==> config.mk <==
export PLATFORM = sky130hd
export DESIGN_NAME = blk_const_fetch
export DESIGN_NICKNAME = d
export VERILOG_FILES = /design/src/rtl/blk_const_fetch.sv
export SDC_FILE = /design/constraint.sdc
export NUM_CORES = 2
export LEC_CHECK = 0
export ABC_CLOCK_PERIOD_IN_PS = 9550
export BUFFER_PORTS_ARGS = -buffer_cell sky130_fd_sc_hd__buf_2
export CAP_MARGIN = 20
export CORE_UTILIZATION = 36
export CTS_CLUSTER_DIAMETER = 100
export DETAILED_ROUTE_END_ITERATION = 6
export PLACE_DENSITY = 0.64
export SYNTH_ARGS = -nofsm -noshare
export SYNTH_HDL_FRONTEND = slang
export SYNTH_SLANG_ARGS = --single-unit
export TNS_END_PERCENT = 5
==> constraint.sdc <==
create_clock -name clk -period 9.55 [get_ports clk]
set_input_delay 1.4325 -clock clk [delete_from_list [all_inputs] [get_ports clk]]
set_output_delay 1.4325 -clock clk [all_outputs]
set_load 0.05 [all_outputs]
==> src/rtl/blk_const_fetch.sv <==
module blk_const_fetch #(
  parameter int SLOT_W   = 32,
  parameter int SLOTS    = 8,
  parameter int OPND_MAX = 8,
  localparam int BLK_W  = SLOT_W * SLOTS,
  localparam int BYTES  = BLK_W / 8,
  localparam int PTR_W  = $clog2(BYTES),
  localparam int SIDX_W = $clog2(SLOTS),
  localparam int OPND_W = 8 * OPND_MAX,
  localparam int SZ_W   = $clog2($clog2(OPND_MAX) + 1)
) (
  input  logic              clk,
  input  logic              rst_n,
  input  logic              blk_valid,
  input  logic [BLK_W-1:0]  blk_data,
  output logic              blk_ready,
  output logic              ins_valid,
  output logic [SLOT_W-1:0] ins_data,
  output logic [SIDX_W-1:0] ins_slot,
  input  logic              ins_ready,
  input  logic              src_flag,
  input  logic              src_far,
  input  logic [PTR_W-1:0]  src_ptr,
  input  logic [SZ_W-1:0]   src_size,
  output logic [OPND_W-1:0] src_data,
  output logic              src_err
);

  logic [BLK_W-1:0]  cur_q, prev_q;
  logic              busy_q;
  logic [SIDX_W-1:0] slot_q, last_q;

  logic              in_hdr;
  logic [SIDX_W-1:0] in_resv, in_first, in_last;
  logic              take, fire;

  assign in_hdr   = blk_data[SLOT_W-1];
  assign in_resv  = in_hdr ? blk_data[SIDX_W-1:0] : '0;
  assign in_first = SIDX_W'(in_hdr);
  assign in_last  = SIDX_W'(SLOTS - 1) - in_resv;

  assign blk_ready = !busy_q;
  assign take      = blk_valid && blk_ready;
  assign fire      = busy_q && ins_ready;

  always_ff @(posedge clk) begin
    if (!rst_n) begin
      busy_q <= 1'b0;
      slot_q <= '0;
      last_q <= '0;
      cur_q  <= '0;
      prev_q <= '0;
    end else if (take) begin
      prev_q <= cur_q;
      cur_q  <= blk_data;
      slot_q <= in_first;
      last_q <= in_last;
      busy_q <= !(in_first > in_last);
    end else if (fire) begin
      if (slot_q == last_q) busy_q <= 1'b0;
      else                  slot_q <= slot_q + 1'b1;
    end
  end

  assign ins_valid = busy_q;
  assign ins_slot  = slot_q;
  assign ins_data  = cur_q[slot_q*SLOT_W +: SLOT_W];

  logic [BLK_W-1:0]  src_blk, shifted;
  logic [PTR_W:0]    n_bytes;
  logic [PTR_W+1:0]  end_pos;
  logic [OPND_W-1:0] mask;

  assign src_blk = src_far ? prev_q : cur_q;
  assign n_bytes = (PTR_W+1)'(1) << src_size;
  assign end_pos = {2'b00, src_ptr} + {1'b0, n_bytes};
  assign shifted = src_blk >> {src_ptr, 3'b000};
  assign src_err = src_flag && (end_pos > (PTR_W+2)'(BYTES));

  always_comb begin
    for (int k = 0; k < OPND_MAX; k++)
      mask[8*k +: 8] = ((PTR_W+1)'(k) < n_bytes) ? 8'hFF : 8'h00;
  end

  assign src_data = (src_flag && !src_err) ? (shifted[OPND_W-1:0] & mask) : '0;

endmodule


==> results.json <==
{
  "grt_max_degree": 207,
  "timing.final.ws_setup_ns": 1.96,
  "place_congestion": 1.10,
  "grt_pass1_wl_mm": 220,
  "reg2reg_from": "ins_slot[0]$_SDFFE_PN0P_",
  "slew_viol_final": 0,
  "hold_viol_final": 0,
  "postCtsHoldBufs": 0,
  "p_int_w": 0.00426,
  "p_sw_w": 0.00201,
  "power.density_nw_per_um2": 167,
  "ys.flop_type": "dfxtp_1",
  "clkPwrFrac_pct": 40.1,
  "clkSlewWorstSetupHoldPaths_ns": 0.06,
  "worst_hold_path_type": "flip-flop to flip-flop",
  "synth_cells": 2735,
  "post_cts_buffers": 0,
  "startpoint_type": "input pin",
  "rsz0062_at_grt": "no",
  "synth.most_common_cell": "dfxtp_1",
  "synth.top_cell.area_share_pct": 31.6,
  "ys_ff_latch": 519,
  "max_freq_mhz": 132,
  "die_area_um2": 92400,
  "ys_warn_count": 0,
  "combPwrFrac_pct": 19.7,
  "fin_nets": 3203,
  "slew_headroom_pct": 10.3,
  "seq_power_share_pct": 40.2,
  "worst_r2r_path_depth": 6,
  "setup_violations": 0,
  "swShare_pct": 32.0,
  "antenna_found_initial": 13,
  "min_path_cells": 1,
  "synthTopCellsByArea": "dfxtp_1 32%, mux4_2 28%, a22o_1 14%, mux2i_1 6.6%, mux2_2 2.4%",
  "worst_path_max_delay_cell": "nor3_1",
  "final_layout_size_suffix_gt1_share_pct": 35.5,
  "io_buffers": 370,
  "cp.depth": 11,
  "grt_overflow_total": 0,
  "dieWidth_um": 304,
  "htree_levels": 2,
  "hpwl_mm": 117,
  "r2r_end": "ins_slot[0]$_SDFFE_PN0P_",
  "synth_fp_nets": 3010,
  "seq_area_frac_synth_pct": 31.6,
  "peakVddDrop_mv": 0.150,
  "grt.total_usage_pct": 32.9,
  "viasPerCell": 7.12,
  "cts-buffers-inserted": 61,
  "avgRoutedWirePerCell_um": 37.8,
  "wirelength_mm": 157,
  "grt_pass1_vias": 27800,
  "arrival_ns": 6.15,
  "crit_required_ns": 8.12,
  "finalSetupTns_ns": 0,
  "drc_errors": 0,
  "insertion_delay_ns": 0.65,
  "pin_count": 371,
  "drtIter0Drc": 4922,
  "yosysTopAreaCell": "dfxtp_1",
  "vias": 29700,
  "rows": 110,
  "end_kind": "output port",
  "crit_chain": "buf_8, ha_1, inv_1, fa_1, xor2_1, nand3b_1, o211ai_1, nand4_1, buf_4, nor3_1, buf_2",
  "syn_area_um2": 32800,
  "path_max_fanout": 84,
  "worst_pin_slew_ns": 1.33,
  "crit_family": "simple AND/OR/NAND/NOR gates",
  "syn2layout_area_growth_pct": 14.2,
  "core_region_area_um2": 90100,
  "dp_worst_setup_slack_ns": 2.24,
  "status": "finished clean",
  "firstDrtPassIters": 6,
  "maxCapViolCount": 0,
  "ys_types": 71,
  "cts_resized": 0,
  "die_height_um": 304,
  "crit_buf_inv": 4,
  "fin_crit_ns": 7.59,
  "worstSetupPathType": "input pin to output port",
  "cts.sinks": 519,
  "synth_edf_count": 0,
  "worst_path_largest_cell_delay_ns": 0.94,
  "postRouteAntennaNets": 0,
  "r2r_setup_slack_ns": 6.95,
  "crit_start": "src_ptr[0]",
  "leakage_nw": 14.4,
  "cts_tree": "built",
  "start_util_pct": 36.4,
  "finalClockSkew_ns": 0.0200,
  "avgSynthCellArea_um2": 12.0,
  "synth_commonest_cells": "519 x dfxtp_1, 518 x a22o_1, 411 x mux4_2",
  "crit_end": "src_data[36]",
  "fin_crit_sh_pct": 79.4,
  "clock_path_buffers": 3,
  "clockRootBuffer": "clkbuf_16",
  "synthArstFlopShare_pct": 0
}
-- final cells by class --
type                            instances  area [um^2]
Antenna cell                            8         20.0
Tap cell                             1176         1470
Clock inverter                         36          455
Fill cell                            8392        52700
Clock buffer                           78         1700
Multi-Input combinational cell       1896        20900
Inverter                                8         35.0
Sequential cell                       519        10400
Timing Repair Buffer                  442         2520
-- how the worst min path moves through the flow --
stage                                 startpoint                     end  slack [ns]
after detailed placement  prev_q[2]$_SDFFE_PN0P_  prev_q[2]$_SDFFE_PN0P_        0.46
after CTS                 prev_q[4]$_SDFFE_PN0P_  prev_q[4]$_SDFFE_PN0P_        0.48
after floorplan           prev_q[0]$_SDFFE_PN0P_  prev_q[0]$_SDFFE_PN0P_        0.44
final                     prev_q[4]$_SDFFE_PN0P_  prev_q[4]$_SDFFE_PN0P_        0.48
after global routing      prev_q[7]$_SDFFE_PN0P_  prev_q[7]$_SDFFE_PN0P_        0.50
after global placement    prev_q[3]$_SDFFE_PN0P_  prev_q[3]$_SDFFE_PN0P_        0.46
-- flip-flops by register name (all words and copies together), names as in the netlist --
name,flops
prev_q,256
last_q,3
cur_q,256
ins_slot,3
ins_valid,1
-- worst register-to-register path: stages (launching register included) --
cell and delay (ns):
dfxtp_4 0.80, buf_4 0.74, xnor2_1 0.20, a31oi_1 0.38
xnor2_1 0.17, nand2_1 0.07, o211a_1 0.13
-- placed cells by master, fill, tap and decap left out, types with 11 or more instances in the layout --
cell | synthesis | routed
dfxtp_1 | 519 | 516
mux4_2 | 411 | 411
buf_4 | 30 | 66
o22ai_1 | 59 | 59
o221ai_1 | 12 | 12
nor2b_1 | 14 | 13
a21oi_1 | 54 | 54
nor3_1 | 28 | 28
clkbuf_8 | 0 | 11
a22oi_1 | 16 | 16
buf_2 | 63 | 365
o21ai_0 | 43 | 43
nor2_1 | 76 | 74
clkinvlp_4 | 0 | 12
mux2_2 | 70 | 70
a22o_1 | 518 | 518
clkbuf_16 | 0 | 61
a221oi_1 | 27 | 27
nand2_1 | 151 | 151
nand3_1 | 28 | 28
a2111oi_0 | 15 | 13
mux2i_1 | 217 | 217
a211oi_1 | 22 | 22
-- metrics by stage --
| step | hold WS [ns] | area, um^2 | std cells | utilization (%) | total power, W |
|---|---|---|---|---|---|
| 2_1_floorplan | 0.444 | 32800 | 2735 | - | 0.00325 |
| 3_3_place_gp | 0.456 | 35300 | 4041 | 39.2 | 0.00374 |
| 3_5_place_dp | 0.459 | 35300 | 4041 | 39.2 | 0.00375 |
| 4_1_cts | 0.476 | 37500 | 4155 | 41.6 | 0.00625 |
| 5_1_grt | 0.501 | 37500 | 4155 | 41.6 | 0.00642 |
| 6_report | 0.479 | 37500 | 4163 | 41.6 | 0.00627 |
-- logic make-up after synthesis --
kind of cell    after synthesis  share of synthesized area, %
compound gates              828                          20.3
xor+xnor                      8                         0.213
fa+ha+maj                     6                         0.252
buf+inv                     320                          4.81
flops                       519                          31.6
mux                         708                          38.0
simple gates                346                          4.74
-- power groups by stage --
stage	logic, W	clock network, W	registers, W
6_report	0.00124	0.00251	0.00252
4_1_cts	0.00120	0.00255	0.00250
3_5_place_dp	0.00119	0	0.00255
3_3_place_gp	0.00119	0	0.00255
2_1_floorplan	0.000837	0	0.00241
5_1_grt	0.00127	0.00263	0.00252
-- layer usage --
metal / up-vias / GRT usage, % / routed length [um]
met3: 438 / 10.2 / 19500
met2: 2377 / 49.2 / 68400
met1: 15100 / 42.8 / 59800
met5: - / 1.34 / 230
li1: 11700 / - / -
met4: 12 / 16.2 / 9200
No activity file was read; power rests on OpenSTA's default activity.
